`config.mk`:
```
export PLATFORM = sky130hd
export DESIGN_NAME = flagc_cascade
export DESIGN_NICKNAME = d
export VERILOG_FILES = /design/src/rtl/flagc_pkg.sv /design/src/rtl/flagc_cond_pipe.sv /design/src/rtl/flagc_match_link.sv /design/src/rtl/flagc_full_link.sv /design/src/rtl/flagc_cascade.sv
export SDC_FILE = /design/constraint.sdc
export NUM_CORES = 1
export LEC_CHECK = 0
export CORE_AREA = 3 3 40 42
export DETAILED_ROUTE_END_ITERATION = 6
export DIE_AREA = 0 0 43 45
export PLACE_DENSITY = 0.55
export SLEW_MARGIN = 0
export SYNTH_ARGS = -nofsm -noshare
export SYNTH_HDL_FRONTEND = slang
export SYNTH_HIERARCHICAL = 1
export SYNTH_SLANG_ARGS = --single-unit
export TNS_END_PERCENT = 5
```
`constraint.sdc`:
```
create_clock -name clk -period 0.8 [get_ports clk]
set_clock_uncertainty 0.2 [all_clocks]
set_input_delay 0.16 -clock clk [delete_from_list [all_inputs] [get_ports clk]]
set_output_delay 0.16 -clock clk [all_outputs]
set_load 0.02 [all_outputs]
```
`src/rtl/flagc_pkg.sv`:
```
package flagc_pkg;

   // Raw local conditions reported by the array, active high.
   typedef struct packed {
      logic hit;
      logic multi;
      logic full;
   } cond_t;

   localparam cond_t COND_IDLE = '{hit: 1'b0, multi: 1'b0, full: 1'b0};

endpackage

```
`src/rtl/flagc_cond_pipe.sv`:
```
module flagc_cond_pipe
   import flagc_pkg::*;
#(
   parameter int unsigned STAGES = 1
) (
   input  logic  clk,
   input  logic  rst_n,
   input  cond_t cond_d,
   output cond_t cond_q
);

   localparam int unsigned LAST = STAGES;

   cond_t stage [LAST+1];

   assign stage[0] = cond_d;

   for (genvar gi = 1; gi <= LAST; gi++) begin : g_stage
      always_ff @(posedge clk or negedge rst_n) begin
         if (!rst_n) stage[gi] <= COND_IDLE;
         else        stage[gi] <= stage[gi-1];
      end
   end

   assign cond_q = stage[LAST];

endmodule

```
`src/rtl/flagc_match_link.sv`:
```
module flagc_match_link #(
   parameter int unsigned CFG_W    = 2,
   parameter int unsigned DIS_CODE = 1
) (
   input  logic             hit_q,
   input  logic             match_in_n,
   input  logic [CFG_W-1:0] en_fld,
   output logic             match_out_n,
   output logic             match_int_n
);

   localparam logic [CFG_W-1:0] DIS_VAL = DIS_CODE[CFG_W-1:0];

   logic off;
   assign off = (en_fld == DIS_VAL);

   always_comb begin
      if (off) begin
         // Out of the chain: never claims a match, forwards upstream.
         match_int_n = 1'b1;
         match_out_n = match_in_n;
      end else begin
         match_int_n = ~hit_q;
         match_out_n = match_in_n & ~hit_q;
      end
   end

endmodule

```
`src/rtl/flagc_full_link.sv`:
```
module flagc_full_link #(
   parameter int unsigned CFG_W    = 2,
   parameter int unsigned DIS_CODE = 1
) (
   input  logic             full_q,
   input  logic             full_in_n,
   input  logic [CFG_W-1:0] en_fld,
   output logic             full_out_n,
   output logic             acts_full,
   output logic             gate_inh
);

   localparam logic [CFG_W-1:0] DIS_VAL = DIS_CODE[CFG_W-1:0];

   logic off;
   assign off = (en_fld == DIS_VAL);

   always_comb begin
      if (off) begin
         // Treated as permanently full; upstream full is forwarded.
         full_out_n = full_in_n;
         acts_full  = 1'b1;
         gate_inh   = 1'b1;
      end else begin
         full_out_n = ~(~full_in_n & full_q);
         acts_full  = full_q;
         gate_inh   = 1'b0;
      end
   end

endmodule

```
`src/rtl/flagc_cascade.sv`:
```
module flagc_cascade
   import flagc_pkg::*;
#(
   parameter int unsigned CFG_W      = 2,
   parameter int unsigned DIS_CODE   = 1,
   parameter int unsigned REG_STAGES = 1
) (
   input  logic             clk,
   input  logic             rst_n,
   input  logic             hit_raw,
   input  logic             multi_raw,
   input  logic             full_raw,
   input  logic             match_in_n,
   input  logic             full_in_n,
   input  logic [CFG_W-1:0] match_en_fld,
   input  logic [CFG_W-1:0] full_en_fld,
   output logic             match_out_n,
   output logic             match_int_n,
   output logic             all_match_n,
   output logic             multi_match_n,
   output logic             full_out_n,
   output logic             acts_full,
   output logic             gate_inh,
   output logic             stat_match,
   output logic             stat_multi,
   output logic             stat_full
);

   initial begin : prm_chk
      assert (CFG_W >= 1 && CFG_W <= 8)
         else $error("flagc_cascade: CFG_W out of range");
      assert (DIS_CODE < (1 << CFG_W))
         else $error("flagc_cascade: DIS_CODE does not fit CFG_W");
      assert (REG_STAGES >= 1 && REG_STAGES <= 4)
         else $error("flagc_cascade: REG_STAGES out of range");
   end

   cond_t cond_d;
   cond_t cond_q;

   assign cond_d = '{hit: hit_raw, multi: multi_raw, full: full_raw};

   flagc_cond_pipe #(
      .STAGES (REG_STAGES)
   ) pipe_i (
      .clk    (clk),
      .rst_n  (rst_n),
      .cond_d (cond_d),
      .cond_q (cond_q)
   );

   flagc_match_link #(
      .CFG_W    (CFG_W),
      .DIS_CODE (DIS_CODE)
   ) mlink_i (
      .hit_q       (cond_q.hit),
      .match_in_n  (match_in_n),
      .en_fld      (match_en_fld),
      .match_out_n (match_out_n),
      .match_int_n (match_int_n)
   );

   flagc_full_link #(
      .CFG_W    (CFG_W),
      .DIS_CODE (DIS_CODE)
   ) flink_i (
      .full_q     (cond_q.full),
      .full_in_n  (full_in_n),
      .en_fld     (full_en_fld),
      .full_out_n (full_out_n),
      .acts_full  (acts_full),
      .gate_inh   (gate_inh)
   );

   // True state, independent of either enable field.
   assign all_match_n   = ~cond_q.hit;
   assign multi_match_n = ~cond_q.multi;
   assign stat_match    = cond_q.hit;
   assign stat_multi    = cond_q.multi;
   assign stat_full     = cond_q.full;

endmodule

```
==> summary.txt, run 1 <==
Placement
  – Routability cong.: just under 0.7
  – Place WS: -1.07 ns
  – IO buf count: 20
  – Area after DPL: ~370 sq um

Cells and area
  – Layout cells sized above 1: 0.657
  – Synthesis-to-layout area growth: 178%
  – Layout Nets: 47
  – Design Area, Final: 387 sq um
  – Area of the multi-input gates: 70.1 sq um
  – Storage cell area: 77.6 sq um
  – Fill cell count: 139
  – Number of flip-flops in the largest register: 3
  – # diodes: 0

Synthesis
  – Area share of the largest cell type after synthesis: 0.541
  – Syn_nets: 22
  – FF+latch count, synth: 3
  – Cells after Synth: 11
  – Simple logic cell fraction of the synthesized area: 0.270
  – Post-synthesis sequential area ratio: 0.541
  – Post-synthesis compound-gate area fraction: 0.135
  – Avg Inst Size Synth: 12.6 sq um
  – Adder-Cell Fraction of Synth Area: 0
  – Top cells by area, synth: dfrtp_1 (54%), nand2b_4 (9.9%), nor2b_4 (9.9%)
  – Mapped Area: 139 sq um
  – Main combinational cell family by area after synthesis: simple AND/OR/NAND/NOR gates
  – Fraction of synthesized cell area in xor and xnor cells: 0
  – Area leader, netlist: dfrtp_1
  – Syn. warnings: 6
  – Yosys cell types: 8
  – Mux cell area share after synthesis: 0

Clock tree
  – # H-tree levels: 1
  – # clock sinks: 3
  – Clock transition at path regs: 0.04 ns
  – Clock Tree Buf Depth: 2
  – Total CTS buffers: 3
  – Root buf cell: clkbuf_4
  – TritonCTS clock tree: done
  – Number of post-CTS setup repair buffers: 0

Setup path
  – Crit path DAT: 1.00 ns
  – CP Data Required Time: 0.44 ns
  – Max FO, Critical Path: 3
  – Worst Setup Path Type: reg2out
  – Setup crit start kind: flip-flop
  – Crit end category: primary output

Floorplanning
  – Die area: between 1500 and 2000 sq um
  – Initial Utilization: 0.108
  – Rows: 13
  – I/O pins: 21
  – Core area: 1280 sq um
  – Chip width: 43 microns
  – DIE HEIGHT: 45 microns

STA
  – Fmax: approximately 730 MHz
  – Max Slew Vio Count: 0
  – Worst-Margin Slew: about 0.21 ns
  – Worst Slack Setup Final: -0.565 ns
  – Final Hold Vio Count: 3
  – Rel. slew slack: 0.858
  – Setup violators final: 10
  – RSZ-0062 raised after global routing: true
  – Setup TNS: -4.20 ns
  – Fin crit period: 1.36 ns
  – Final Cycle Share: 1.71
  – Hold WS: -0.0796 ns

Run status
  – Failing checks: hold timing, setup timing
  – Status: finished with violations

Routing
  – Drt drc: 0
  – Via/cell ratio: approximately 3.4
  – Antenna Nets Post-Route: 0
  – TritonRoute pass-1 iters: 1
  – Vias: approximately 170
  – Routed WL: 552 microns
  – Initial drt markers: 0
  – Drt wl/cell: 11.0 microns

GRT
  – Vias in the first global route: 197
  – Initial antenna violation count: 0
  – Global-route wire length before repair: 897 microns
  – Largest net degree at the start of global routing: 5
  – GRT overflow: 0
  – GRT Total Usage: 0.0717

Power and ir drop
  – Power density over cell area: 1570 nW/um^2
  – P_int: 0.000449 W
  – Psw: about 0.00016 W
  – Gate power share: 0.284
  – Net Sw Frac: 0.262
  – VDD IR max: roughly 0.00054 V
  – Clk pwr share: 0.435
  – Sequential share of power: 0.281
  – Pleak: ~0.19 nW

Min path
  – Hold Path Class: in2async

Run
  – Max_cap viols: 0
-- worst max-delay path by stage --
stage	from	end	slack [ns]	cells past startpoint
after floorplan	pipe_i/cond_q[0]$_DFF_PN0_	acts_full	-0.27	1
after global placement	full_en_fld[0]	acts_full	-1.06	4
after detailed placement	full_en_fld[0]	acts_full	-1.07	4
after CTS	pipe_i/cond_q[0]$_DFF_PN0_	acts_full	-0.60	2
after global routing	pipe_i/cond_q[0]$_DFF_PN0_	acts_full	-0.60	2
final	pipe_i/cond_q[0]$_DFF_PN0_	acts_full	-0.56	2
-- cells by family after synthesis --
group	count (synthesis)
flip-flops	3
buffers and inverters	2
AND/OR/NAND/NOR	4
AO/OA/AOI/OAI	2
-- stage by stage --
stage / power [W] / hold slack (ns) / cells / utilization
after floorplan: 0.000239 / -0.336 / 11 / -
after global placement: 0.000351 / 0.149 / 46 / 0.290
after detailed placement: 0.000353 / 0.166 / 46 / 0.290
after CTS: 0.000626 / -0.0870 / 50 / 0.302
after global routing: 0.000646 / -0.0730 / 50 / 0.301
final: 0.000608 / -0.0796 / 50 / 0.301
-- power groups by stage --
stage                     Sequential (W)  Combinational (W)  Clock [W]
after floorplan                 0.000180          0.0000590          0
after global placement          0.000171           0.000180          0
after detailed placement        0.000172           0.000181          0
after CTS                       0.000171           0.000174   0.000282
after global routing            0.000173           0.000183   0.000290
final                           0.000171           0.000173   0.000265
-- cell usage after synthesis, drive strengths merged --
master,count
a21boi,1
dfrtp,3
inv,2
nand2,1
nand2b,1
nor2b,1
o21bai,1
or2,1
-- routing by layer --
metal	vias to the layer above	GRT usage	wire length (microns)
li1	81	-	-
met5	-	0	0
met1	69	0.0894	246
met3	0	0.0279	111
met2	21	0.0808	194
met4	0	0.0904	0
-- area by class of cell --
| class | instances | area share |
|---|---|---|
| Tap cell | 15 | 0.0485 |
| Timing Repair Buffer | 20 | 0.482 |
| Sequential cell | 3 | 0.201 |
| Clock buffer | 4 | 0.0680 |
| Multi-Input combinational cell | 6 | 0.181 |
| Inverter | 2 | 0.0194 |
-- timing repair --
item,in CTS,in global routing
resized for setup,54,6
pin swaps,1,2
endpoints found under the hold margin,3,3
setup endpoints to repair,10,10
-- worst max-delay path, stage by stage, from the launching register on --
cell and delay [ns]:
dfrtp_2 0.41, or2_4 0.23, buf_6 0.13
-- placed cells by master (no fill, tap or decap), drive strengths merged --
master	Yosys	routed
inv	2	2
nand2	1	1
dfrtp	3	3
nand2b	1	1
nor2b	1	1
clkdlybuf4s50	0	7
clkbuf	0	5
a21boi	1	1
o21bai	1	1
or2	1	1
buf	0	10
dlygate4sd2	0	2
Note: power is estimated with default switching activity, not from simulation.
==> run 2: changes to the inputs <==
--- a/config.mk
+++ b/config.mk
@@ -5,6 +5,7 @@
 export SDC_FILE = /design/constraint.sdc
 export NUM_CORES = 1
 export LEC_CHECK = 0
+export CAP_MARGIN = 10
 export CORE_AREA = 3 3 40 42
 export DETAILED_ROUTE_END_ITERATION = 6
 export DIE_AREA = 0 0 43 45
==> results of run 2 <==
Final layout, timing and power as in run 1 (identical DEF).
==> run 3: changes to the inputs <==
--- a/config.mk
+++ b/config.mk
@@ -10,7 +10,7 @@
 export DETAILED_ROUTE_END_ITERATION = 6
 export DIE_AREA = 0 0 43 45
 export PLACE_DENSITY = 0.55
-export SLEW_MARGIN = 0
+export SLEW_MARGIN = 5
 export SYNTH_ARGS = -nofsm -noshare
 export SYNTH_HDL_FRONTEND = slang
 export SYNTH_HIERARCHICAL = 1
==> constraint.sdc (replaced) <==
create_clock -name clk -period 0.8 [get_ports clk]
set_clock_uncertainty 0.2 [all_clocks]
set_input_delay 0.16 -clock clk [delete_from_list [all_inputs] [get_ports clk]]
set_output_delay 0.16 -clock clk [all_outputs]
set_load 0.005 [all_outputs]
==> run 3 against run 2 <==
Critical path depth rose by 1. Total power fell by 8.4%. Routed wire length rose by 3.1%. Critical path type unchanged. Fmax rose by 2.5%. Via count rose by 8.8%. Largest cell class unchanged. Non-clock buffer count rose by 4. Worst setup slack improved by 0.033 ns. The run still ends with hold timing, setup timing left. Global-route usage fell by 0.42 points. Sequential cell count did not move. Combinational power fell by 27%.
==> summary.txt, run 3 (synthesis gave the netlist of run 1 again) <==
Run status
  – Status: finished with violations (unchanged)
  – Failing checks: hold timing, setup timing (unchanged)

Clock tree
  – # H-tree levels: 1 (unchanged)
  – Clock Tree Buf Depth: 2 (unchanged)
  – # clock sinks: 3 (unchanged)
  – Total CTS buffers: 3 (unchanged)
  – TritonCTS clock tree: done (unchanged)
  – Root buf cell: clkbuf_4 (unchanged)
  – Clock transition at path regs: 0.04 ns (about the same)

Min path
  – Hold Path Class: in2async (unchanged)

Setup path
  – CP Data Required Time: 0.44 ns (about the same)
  – Beginning of the critical path: pipe_i/cond_q[0]$_DFF_PN0_ (unchanged)
  – CP Cell Sequence: buf_6 -> o21bai_1 -> buf_2 (was or2_4 -> buf_6)
  – Slowest-stage cell, CP: dfrtp_1 (was dfrtp_2)
  – Crit path DAT: 0.97 ns (was 1.00 ns)
  – Crit end category: primary output (unchanged)
  – Crit path largest cell delay: 0.39 ns (was 0.41 ns)
  – Worst Setup Path Type: reg2out (unchanged)
  – Setup crit start kind: flip-flop (unchanged)
  – Buffers & Inverters on Critical Path: 2 (was 1)
  – Crit-path leading delay family: flip-flops (unchanged)
  – Max FO, Critical Path: 3 (unchanged)

Run
  – Max_cap viols: 0 (unchanged)

Cells and area
  – Layout cells sized above 1: 0.513 (was 0.657)
  – Synthesis-to-layout area growth: 170% (was 178%)
  – Layout Nets: 51 (was 47)
  – # diodes: 0 (unchanged)
  – Most frequent cells in the layout: clkdlybuf4s50_1 (6), buf_2 (6), dlygate4sd2_1 (5) (was buf_6 (7), clkdlybuf4s50_1 (7), clkbuf_4 (3), buf_2 (3))
  – Number of flip-flops in the largest register: 3 (unchanged)

Floorplanning
  – Die area: 1940 sq um (unchanged)
  – Chip width: 43 microns (unchanged)
  – Core area: 1280 sq um (unchanged)
  – DIE HEIGHT: 45 microns (unchanged)
  – Initial Utilization: 0.108 (unchanged)
  – I/O pins: 21 (unchanged)
  – Rows: 13 (unchanged)

Routing
  – Via/cell ratio: 3.44 (was 3.42)
  – Drt drc: 0 (unchanged)
  – TritonRoute pass-1 iters: 2 (was 1)
  – Antenna Nets Post-Route: 0 (unchanged)
  – Vias: 186 (was 171)
  – Initial drt markers: 4 (was 0)
  – Routed WL: 569 microns (was 552 microns)
  – Drt wl/cell: 10.5 microns (was 11.0 microns)

GRT
  – Met1 Use GR: 0.0942 (was 0.0894)
  – Largest net degree at the start of global routing: 4 (was 5)
  – GR peak layer: met1 (was met4)
  – Vias in the first global route: 215 (was 197)
  – GRT overflow: 0 (unchanged)
  – Initial antenna violation count: 0 (unchanged)
  – Global-route wire length before repair: 910 microns (was 897 microns)
  – M2 GR Usage: 0.0808 (unchanged)
  – M3 GR Usage: 0.0359 (was 0.0279)
  – GRT Total Usage: 0.0675 (was 0.0717)

STA
  – Worst-Margin Slew: 0.170 ns (was 0.213 ns)
  – Fmax: 751 MHz (was 733 MHz)
  – Setup violators final: 10 (unchanged)
  – Worst Slack Setup Final: -0.531 ns (was -0.565 ns)
  – Final Cycle Share: 1.66 (was 1.71)
  – Max Slew Vio Count: 0 (unchanged)
  – Setup TNS: -4.21 ns (was -4.20 ns)
  – Fin crit period: 1.33 ns (was 1.36 ns)
  – Final Hold Vio Count: 3 (unchanged)
  – RSZ-0062 raised after global routing: true (unchanged)
  – Hold WS: -0.0769 ns (was -0.0796 ns)
  – Rel. slew slack: 0.886 (was 0.858)

Power and ir drop
  – Pleak: 0.197 nW (was 0.187 nW)
  – VDD IR max: 0.000659 V (was 0.000541 V)
  – Power density over cell area: 1480 nW/um^2 (was 1570 nW/um^2)
  – Tot Pwr: 0.000557 W (was 0.000608 W)

Placement
  – IO buf count: 20 (unchanged)
  – Routability cong.: 0.768 (was 0.692)
[run 3: worst max-delay path by stage]
stage	endpoint	slack (ns)	depth (start not counted)
2_1_floorplan	acts_full	-0.15	1
3_3_place_gp	acts_full	-0.95	4
3_5_place_dp	acts_full	-0.95	4
4_1_cts	full_out_n	-0.56	3
5_1_grt	full_out_n	-0.59	3
6_report	full_out_n	-0.53	3
[run 3: layer usage]
layer	routed length [microns]	up-vias
li1	-	89
met1	284	76
met2	181	21
met3	103	0
met4	0	0
met5	0	-
[run 3: cell type report]
type	instances	area (sq um)
fillers	143	910
repair buffers	24	189
flip-flops and latches	3	75.1
multi-input cells	6	58.8
clock buffers	4	26.3
well taps	15	18.8
inverters	2	7.51
[run 3: per-stage QoR]
step	utilization	setup WS (ns)	area, sq um	cells
4_1_cts	0.302	-0.562	388	54
5_1_grt	0.292	-0.585	375	54
6_report	0.292	-0.531	375	54
2_1_floorplan	-	-0.152	139	11
3_3_place_gp	0.284	-0.955	365	47
3_5_place_dp	0.284	-0.951	365	47
[run 3: report_power, final]
| part | switching (W) | total, W | internal [W] |
|---|---|---|---|
| logic | 0.0000406 | 0.000127 | 0.0000864 |
| clock network | 0.0000778 | 0.000265 | 0.000187 |
| registers | 0.00000515 | 0.000165 | 0.000160 |
| total | 0.000124 | 0.000557 | 0.000434 |
[run 3: what timing repair did]
action / in CTS / in global routing
hold endpoints to repair: 3 / 3
setup buffers: 3 / 0
setup endpoints to repair: 10 / 10
resized for setup: 37 / 4
pin swaps: 1 / 0
